### config.mk
export PLATFORM = sky130hd
export DESIGN_NAME = mw_monitor
export DESIGN_NICKNAME = d
export VERILOG_FILES = /design/src/rtl/mw_mon_pkg.sv /design/src/rtl/mw_sync.sv /design/src/rtl/mw_recbuf.sv /design/src/rtl/mw_monitor.sv
export SDC_FILE = /design/constraint.sdc
export NUM_CORES = 1
export LEC_CHECK = 0
export BUFFER_PORTS_ARGS = -buffer_cell sky130_fd_sc_hd__buf_2
export CAP_MARGIN = 0
export CORE_MARGIN = 4
export CORE_UTILIZATION = 60
export DETAILED_ROUTE_END_ITERATION = 6
export PLACE_DENSITY_LB_ADDON = 0.05
export SYNTH_ARGS = -nofsm -noshare
export SYNTH_HDL_FRONTEND = slang
export SYNTH_SLANG_ARGS = --single-unit
### constraint.sdc
create_clock -name clk_i -period 4.8 [get_ports clk_i]
set_clock_uncertainty 0.15 [all_clocks]
set_input_delay 0.72 -clock clk_i [delete_from_list [all_inputs] [get_ports clk_i]]
set_output_delay 0.72 -clock clk_i [all_outputs]
set_load 0.005 [all_outputs]
### src/rtl/mw_mon_pkg.sv
`timescale 1ns/1ps
package mw_mon_pkg;
  localparam int CS_IX = 0;
  localparam int SK_IX = 1;
  localparam int SI_IX = 2;
  localparam int SO_IX = 3;
  localparam int LINES = 4;

  typedef enum logic [1:0] {
    WARN_NONE     = 2'd0,
    WARN_SK_HIGH  = 2'd1,
    WARN_OVERFLOW = 2'd2
  } warn_e;

  typedef enum logic [1:0] {
    ST_IDLE   = 2'd0,
    ST_ACTIVE = 2'd1,
    ST_DRAIN  = 2'd2
  } state_e;

  typedef enum logic [1:0] {
    WIN_OPEN   = 2'd0,
    WIN_DATA   = 2'd1,
    WIN_STATUS = 2'd2
  } win_e;
endpackage

### src/rtl/mw_sync.sv
`timescale 1ns/1ps
module mw_sync #(
  parameter int W = 4
) (
  input  logic         clk_i,
  input  logic         rst_ni,
  input  logic [W-1:0] d_i,
  output logic [W-1:0] lvl_o,
  output logic [W-1:0] rise_o,
  output logic [W-1:0] fall_o
);
  for (genvar g = 0; g < W; g++) begin : g_line
    logic meta_q, sync_q, prev_q;
    always_ff @(posedge clk_i or negedge rst_ni) begin
      if (!rst_ni) begin
        meta_q <= 1'b0;
        sync_q <= 1'b0;
        prev_q <= 1'b0;
      end else begin
        meta_q <= d_i[g];
        sync_q <= meta_q;
        prev_q <= sync_q;
      end
    end
    assign lvl_o[g]  = sync_q;
    assign rise_o[g] = sync_q & ~prev_q;
    assign fall_o[g] = ~sync_q & prev_q;
  end
endmodule

### src/rtl/mw_recbuf.sv
`timescale 1ns/1ps
module mw_recbuf #(
  parameter int W     = 65,
  parameter int DEPTH = 4
) (
  input  logic         clk_i,
  input  logic         rst_ni,
  input  logic         flush_i,
  input  logic         push_i,
  input  logic [W-1:0] din_i,
  input  logic         pop_i,
  output logic [W-1:0] dout_o,
  output logic         empty_o,
  output logic         full_o
);
  localparam int AW = (DEPTH > 1) ? $clog2(DEPTH) : 1;
  localparam int CW = $clog2(DEPTH + 1);

  logic [W-1:0]  mem [DEPTH];
  logic [AW-1:0] wr_q, wr_d, rd_q, rd_d;
  logic [CW-1:0] cnt_q, cnt_d;
  logic          wen, ren;

  assign empty_o = (cnt_q == '0);
  assign full_o  = (cnt_q == CW'(DEPTH));
  assign wen     = push_i && !full_o;
  assign ren     = pop_i && !empty_o;
  assign dout_o  = mem[rd_q];

  always_comb begin
    wr_d  = wr_q;
    rd_d  = rd_q;
    cnt_d = cnt_q;
    if (flush_i) begin
      wr_d  = '0;
      rd_d  = '0;
      cnt_d = '0;
    end else begin
      if (wen) wr_d = (wr_q == AW'(DEPTH - 1)) ? '0 : wr_q + AW'(1);
      if (ren) rd_d = (rd_q == AW'(DEPTH - 1)) ? '0 : rd_q + AW'(1);
      if (wen && !ren) cnt_d = cnt_q + CW'(1);
      else if (ren && !wen) cnt_d = cnt_q - CW'(1);
    end
  end

  always_ff @(posedge clk_i or negedge rst_ni) begin
    if (!rst_ni) begin
      wr_q  <= '0;
      rd_q  <= '0;
      cnt_q <= '0;
    end else begin
      wr_q  <= wr_d;
      rd_q  <= rd_d;
      cnt_q <= cnt_d;
    end
  end

  always_ff @(posedge clk_i) begin
    if (wen && !flush_i) mem[wr_q] <= din_i;
  end


  no_overflow_chk: assert property (@(posedge clk_i) disable iff (!rst_ni)
    push_i |-> !full_o);

  no_underflow_chk: assert property (@(posedge clk_i) disable iff (!rst_ni)
    pop_i |-> !empty_o);

  flush_excl_chk: assert property (@(posedge clk_i) disable iff (!rst_ni)
    flush_i |-> !push_i);
endmodule

### src/rtl/mw_monitor.sv
`timescale 1ns/1ps
module mw_monitor
  import mw_mon_pkg::*;
#(
  parameter int TS_W  = 32,
  parameter int DEPTH = 4
) (
  input  logic            clk_i,
  input  logic            rst_ni,
  input  logic            cs_i,
  input  logic            sk_i,
  input  logic            si_i,
  input  logic            so_i,
  output logic            bit_valid_o,
  output logic            bit_first_o,
  output logic            bit_si_o,
  output logic            bit_so_o,
  output logic [TS_W-1:0] bit_t0_o,
  output logic [TS_W-1:0] bit_t1_o,
  output logic            st_valid_o,
  output logic            st_ready_o,
  output logic [TS_W-1:0] st_t0_o,
  output logic [TS_W-1:0] st_t1_o,
  output logic            warn_valid_o,
  output logic [1:0]      warn_code_o
);
  localparam int REC_W = 1 + 2 * TS_W;

  logic [LINES-1:0] lvl, rise, fall;
  logic [REC_W-1:0] rec_in, rec_out;
  logic             push, pop, flush, buf_empty, buf_full;

  mw_sync #(.W(LINES)) u_sync (
    .clk_i (clk_i), .rst_ni(rst_ni),
    .d_i   ({so_i, si_i, sk_i, cs_i}),
    .lvl_o (lvl), .rise_o(rise), .fall_o(fall)
  );

  mw_recbuf #(.W(REC_W), .DEPTH(DEPTH)) u_buf (
    .clk_i (clk_i), .rst_ni(rst_ni),
    .flush_i(flush), .push_i(push), .din_i(rec_in),
    .pop_i (pop), .dout_o(rec_out),
    .empty_o(buf_empty), .full_o(buf_full)
  );

  logic unused_lines;
  assign unused_lines = ^{lvl[CS_IX], rise[SI_IX], fall[SI_IX]};

  state_e           state_q, state_d;
  win_e             win_q, win_d;
  logic [TS_W-1:0]  ts_q;
  logic             bopen_q, bopen_d, bsi_q, bsi_d, bso_q, bso_d, first_q, first_d;
  logic [TS_W-1:0]  bt0_q, bt0_d;
  logic             slvl_q, slvl_d, ovf_q, ovf_d;
  logic [TS_W-1:0]  st0_q, st0_d;
  logic             frdy_q, frdy_d;
  logic [TS_W-1:0]  ft0_q, ft0_d, ft1_q, ft1_d;
  logic             bv_q, bv_d, bf_q, bf_d, obsi_q, obsi_d, obso_q, obso_d;
  logic [TS_W-1:0]  obt0_q, obt0_d, obt1_q, obt1_d;
  logic             sv_q, sv_d, srdy_q, srdy_d;
  logic [TS_W-1:0]  ost0_q, ost0_d, ost1_q, ost1_d;
  logic             wv_q, wv_d;
  warn_e            wc_q, wc_d;

  assign rec_in = {slvl_q, st0_q, ts_q};

  always_comb begin
    state_d = state_q;  win_d  = win_q;
    bopen_d = bopen_q;  bt0_d  = bt0_q;  bsi_d = bsi_q;  bso_d = bso_q;
    first_d = first_q;  slvl_d = slvl_q; st0_d = st0_q;  ovf_d = ovf_q;
    frdy_d  = frdy_q;   ft0_d  = ft0_q;  ft1_d = ft1_q;
    bv_d = 1'b0; bf_d = bf_q; obsi_d = obsi_q; obso_d = obso_q;
    obt0_d = obt0_q; obt1_d = obt1_q;
    sv_d = 1'b0; srdy_d = srdy_q; ost0_d = ost0_q; ost1_d = ost1_q;
    wv_d = 1'b0; wc_d = wc_q;
    push = 1'b0; pop = 1'b0; flush = 1'b0;
    case (state_q)
      ST_IDLE: begin
        if (rise[CS_IX]) begin
          state_d = ST_ACTIVE;
          win_d   = WIN_OPEN;
          bopen_d = 1'b0;
          first_d = 1'b1;
          ovf_d   = 1'b0;
          slvl_d  = lvl[SO_IX];
          st0_d   = ts_q;
          flush   = 1'b1;
          if (lvl[SK_IX]) begin
            wv_d = 1'b1;
            wc_d = WARN_SK_HIGH;
          end
        end
      end
      ST_ACTIVE: begin
        if (fall[CS_IX]) begin
          if (win_q == WIN_DATA) begin
            if (bopen_q && !lvl[SK_IX]) begin
              bv_d = 1'b1; bf_d = first_q; obsi_d = bsi_q; obso_d = bso_q;
              obt0_d = bt0_q; obt1_d = ts_q;
            end
            bopen_d = 1'b0;
            state_d = ST_IDLE;
          end else begin
            frdy_d  = slvl_q;
            ft0_d   = st0_q;
            ft1_d   = ts_q;
            state_d = ST_DRAIN;
          end
        end else begin
          if (rise[SK_IX]) begin
            if (win_q == WIN_OPEN) begin
              if (lvl[SI_IX]) begin
                win_d = WIN_DATA;
                flush = 1'b1;
              end else begin
                win_d = WIN_STATUS;
              end
            end else if (win_q == WIN_DATA && bopen_q) begin
              bv_d = 1'b1; bf_d = first_q; obsi_d = bsi_q; obso_d = bso_q;
              obt0_d = bt0_q; obt1_d = ts_q;
              first_d = 1'b0;
            end
            if (win_d == WIN_DATA) begin
              bopen_d = 1'b1;
              bt0_d   = ts_q;
              bsi_d   = lvl[SI_IX];
            end
          end
          if (fall[SK_IX]) bso_d = lvl[SO_IX];
          if ((rise[SO_IX] || fall[SO_IX]) && win_d != WIN_DATA) begin
            if (!buf_full) begin
              push = 1'b1;
            end else if (!ovf_q) begin
              wv_d  = 1'b1;
              wc_d  = WARN_OVERFLOW;
              ovf_d = 1'b1;
            end
            st0_d  = ts_q;
            slvl_d = lvl[SO_IX];
          end
        end
      end
      ST_DRAIN: begin
        sv_d = 1'b1;
        if (!buf_empty) begin
          pop    = 1'b1;
          srdy_d = rec_out[REC_W-1];
          ost0_d = rec_out[2*TS_W-1:TS_W];
          ost1_d = rec_out[TS_W-1:0];
        end else begin
          srdy_d  = frdy_q;
          ost0_d  = ft0_q;
          ost1_d  = ft1_q;
          state_d = ST_IDLE;
        end
      end
      default: state_d = ST_IDLE;
    endcase
  end

  always_ff @(posedge clk_i or negedge rst_ni) begin
    if (!rst_ni) begin
      state_q <= ST_IDLE; win_q <= WIN_OPEN; ts_q <= '0;
      bopen_q <= 1'b0; bt0_q <= '0; bsi_q <= 1'b0; bso_q <= 1'b0; first_q <= 1'b1;
      slvl_q <= 1'b0; st0_q <= '0; ovf_q <= 1'b0;
      frdy_q <= 1'b0; ft0_q <= '0; ft1_q <= '0;
      bv_q <= 1'b0; bf_q <= 1'b0; obsi_q <= 1'b0; obso_q <= 1'b0;
      obt0_q <= '0; obt1_q <= '0;
      sv_q <= 1'b0; srdy_q <= 1'b0; ost0_q <= '0; ost1_q <= '0;
      wv_q <= 1'b0; wc_q <= WARN_NONE;
    end else begin
      state_q <= state_d; win_q <= win_d; ts_q <= ts_q + TS_W'(1);
      bopen_q <= bopen_d; bt0_q <= bt0_d; bsi_q <= bsi_d; bso_q <= bso_d; first_q <= first_d;
      slvl_q <= slvl_d; st0_q <= st0_d; ovf_q <= ovf_d;
      frdy_q <= frdy_d; ft0_q <= ft0_d; ft1_q <= ft1_d;
      bv_q <= bv_d; bf_q <= bf_d; obsi_q <= obsi_d; obso_q <= obso_d;
      obt0_q <= obt0_d; obt1_q <= obt1_d;
      sv_q <= sv_d; srdy_q <= srdy_d; ost0_q <= ost0_d; ost1_q <= ost1_d;
      wv_q <= wv_d; wc_q <= wc_d;
    end
  end

  assign bit_valid_o  = bv_q;
  assign bit_first_o  = bf_q;
  assign bit_si_o     = obsi_q;
  assign bit_so_o     = obso_q;
  assign bit_t0_o     = obt0_q;
  assign bit_t1_o     = obt1_q;
  assign st_valid_o   = sv_q;
  assign st_ready_o   = srdy_q;
  assign st_t0_o      = ost0_q;
  assign st_t1_o      = ost1_q;
  assign warn_valid_o = wv_q;
  assign warn_code_o  = wc_q;


  bit_pulse_chk: assert property (@(posedge clk_i) disable iff (!rst_ni)
    bit_valid_o |=> !bit_valid_o);

  warn_pulse_chk: assert property (@(posedge clk_i) disable iff (!rst_ni)
    warn_valid_o |=> !warn_valid_o);

  bit_span_chk: assert property (@(posedge clk_i) disable iff (!rst_ni)
    bit_valid_o |-> (bit_t1_o > bit_t0_o));

  st_span_chk: assert property (@(posedge clk_i) disable iff (!rst_ni)
    st_valid_o |-> (st_t1_o > st_t0_o));

  no_bits_in_poll_chk: assert property (@(posedge clk_i) disable iff (!rst_ni)
    (win_q == WIN_STATUS) |-> !bit_valid_o);

  data_buf_empty_chk: assert property (@(posedge clk_i) disable iff (!rst_ni)
    (state_q == ST_ACTIVE && win_q == WIN_DATA) |-> buf_empty);

  sk_warn_open_chk: assert property (@(posedge clk_i) disable iff (!rst_ni)
    (warn_valid_o && warn_code_o == 2'd1) |-> (state_q == ST_ACTIVE));
endmodule

==> flow_summary.yaml <==
run_status:
  status: "completed"
cts:
  cts_resized: 0
  clkTransAtPathRegs_ns: 0.06
  post_cts_buffers: 0
  clock_path_buffers: 3
  cts_tree: "done"
  insertion_delay_ns: 0.60
  htree_levels: 2
  cts_made_buffers: 57
  cts_root_buffer: "clkbuf_16"
  ctsHoldBuffers: 0
  cts.sinks: 586
detailed_routing:
  drc_errors: 0
  ant_nets: 0
  via_count: 11420
  routedWlPerCell_um: 22.34
  firstDrtPassIters: 4
  viasPerCell: 5.815
  totalWireLength_um: 43860
  drt_iter0_drc: 784
setup_path:
  rr_worst_depth: 4
  start_kind: "flop"
  crit_type: "reg2reg"
  worstSetupEndpointType: "flop"
  reg2reg_from: "u_sync.g_line[1].sync_q$_DFF_PN0_"
  rr_endpoint: "u_buf.mem[0][28]$_DFFE_PP_"
  crit_slowest_cell: "and3_4"
  critPathArrivalTime_ns: 3.10
  path_max_fanout: 35
  reg2reg_slack_ns: 1.79
  crit_chain: "nor4bb_2 -> nor3_1 -> and3_4 -> buf_4"
  max_stage_delay_ns: 0.69
  crit_required_ns: 4.89
place:
  io_buffers: 142
  dpl_cell_area_sq_um: 23710
  place_inst: 1855
  place_congestion: 0.8153
  dp_hpwl_um: 26130
logic_synthesis:
  synth_top_area_cell: "dfrtp_1"
  ys.flop_type: "dfrtp_1"
  synth.yosys.warnings: 0
  synth_seq_cells: 586
  synth_cell_types: 45
  synth.area.top_cells: "dfrtp_1, edfxtp_1, mux2_2"
  avgSynthCellArea_sq_um: 17.28
  syn_area_sq_um: 22500
  yosysTopAreaCellShare: 0.3614
  synth_seq_area_share: 0.7095
  yosys-top-cells-count: "dfrtp_1, edfxtp_1, mux2_2, nand2_1, o21ai_0"
  synth_cells: 1302
  yosysMostFrequentCell: "dfrtp_1"
  synth-async-reset-ratio: 0.5563
  synth_nets: 1315
  synth_enable_flop_cells: 260
global_route:
  grt_max_degree: 108
  grt-busiest-layer: "met2"
  grt_util_met1: 0.3318
  grt_pass1_wl_um: 69950
  gr-usage-all-layers: 0.2204
  grt_use_met3: 0.04577
  antenna_found_initial: 1
  grt_pass1_vias: 12050
  grtUsageMet2: 0.3347
  grt_overflow: 0
power_and_ir_drop:
  p_seq_frac: 0.464
  peakVddDrop_mv: 0.3708
  comb_power_share: 0.199
  pwr-share-clk: 0.337
  p_sw_mw: 3.591
  p_sw_frac: 0.2691
  power_density_nw_per_um2: 521.1
  total_power_mw: 13.35
  leakagePower_nw: 11.26
  power.internal_mw: 9.756
timing:
  max_freq_mhz: 332.5
  relSlewSlack: 0.1984
  finalSetupViolations: 0
  slew_viol_final: 0
  hold_violations: 0
  holdWs_ns: 0.03458
  fin_crit_ns: 3.008
  post-route-period-util: 0.6266
  tightest_slew_ns: 1.202
  rsz0062_at_grt: "false"
  fin_tns_setup_ns: 0
floorplan:
  die_h_um: 201.7
  rows: 70
  coreArea_sq_um: 36790
  dieArea_sq_um: 40670
  io_pins: 143
  floorplan.initialDensity: 0.6117
  dieWidth_um: 201.7
final_layout:
  fin_area_sq_um: 25610
  synthToLayoutAreaGrowth_pct: 13.83
  final_cells: 1963
  fin_nets: 1459
  drive_gt1_frac: 0.3458
  n_antenna_cell: 0
job:
  drv_cap: 0
hold_path:
  hold_class: "in2async"
[stage by stage]
stage                     setup WS (ns)    util
after floorplan                   1.573       -
after global placement            1.871  0.6444
after detailed placement          1.823  0.6444
after CTS                         1.784  0.6963
after global routing              1.611  0.6963
final                             1.792  0.6963
[layout make-up]
cell class	instances	area [sq um]
flip-flops and latches	586	15970
fillers	2504	11170
multi-input cells	629	6213
clock buffers	84	1690
repair buffers	159	885.9
well taps	468	585.6
clock inverters	24	219.0
inverters	13	48.80
[power groups by stage]
stage          Clock, mW  Combinational, mW  Sequential [mW]
2_1_floorplan          0               1.90             6.19
3_3_place_gp           0               2.68             6.26
3_5_place_dp           0               2.72             6.29
4_1_cts             4.58               2.73             6.20
5_1_grt             4.81               2.93             6.27
6_report            4.50               2.66             6.19
[flip-flops by register name, indices dropped and copies added, names as in the netlist, 4 cells and up]
signal / cells
st0_q: 32
st_t1_o: 32
ft1_q: 32
bit_t0_o: 32
ts_q: 32
bit_t1_o: 32
u_sync.g_line.sync_q: 4
u_buf.mem: 260
bt0_q: 32
u_sync.g_line.meta_q: 4
st_t0_o: 32
ft0_q: 32
[routing by layer]
layer  share of wire  vias up
met2            0.46      275
met4           0.022        0
met3           0.057       66
met1            0.46     5933
li1                -     5141
met5               0        -
[cells by family (layout without fill, tap and decap cells)]
kind of cell | count (synthesis) | in the layout | share of synthesized area
buf+inv | 87 | 280 | 0.01646
compound gates | 94 | 94 | 0.02296
xor+xnor | 31 | 31 | 0.01207
flops | 586 | 586 | 0.7095
mux | 328 | 328 | 0.1984
fa+ha+maj | 7 | 7 | 0.004226
simple gates | 169 | 169 | 0.03636
[placed cells by master, fill, tap and decap left out, types with 13 or more instances in the layout]
master	instances
buf_2	141
edfxtp_1	260
o21ai_0	73
xnor2_1	16
nand2_1	86
nor2_1	16
buf_4	14
mux4_2	66
inv_1	13
clkbuf_1	13
clkbuf_16	59
dfrtp_1	323
mux2_4	30
mux2i_1	68
xor2_1	15
mux2_2	161
[critical path, delay by kind of cell, from the launching register on]
family,cells,cell delay [ns]
buffers and inverters,1,0.51
flip-flops,1,0.45
AND/OR/NAND/NOR,3,1.49
[worst max path at each step]
stage                                       from                    endpoint  slack, ns  cells after the start
6_report       u_sync.g_line[1].sync_q$_DFF_PN0_  u_buf.mem[0][28]$_DFFE_PP_       1.79                      4
3_5_place_dp   u_sync.g_line[1].sync_q$_DFF_PN0_  u_buf.mem[0][51]$_DFFE_PP_       1.82                      4
5_1_grt        u_sync.g_line[1].sync_q$_DFF_PN0_  u_buf.mem[0][45]$_DFFE_PP_       1.61                      4
4_1_cts        u_sync.g_line[1].sync_q$_DFF_PN0_  u_buf.mem[0][45]$_DFFE_PP_       1.78                      4
3_3_place_gp   u_sync.g_line[1].sync_q$_DFF_PN0_  u_buf.mem[0][51]$_DFFE_PP_       1.87                      4
2_1_floorplan  u_sync.g_line[1].sync_q$_DFF_PN0_   u_buf.mem[0][0]$_DFFE_PP_       1.57                      3
(Power assumes the default switching activity.)
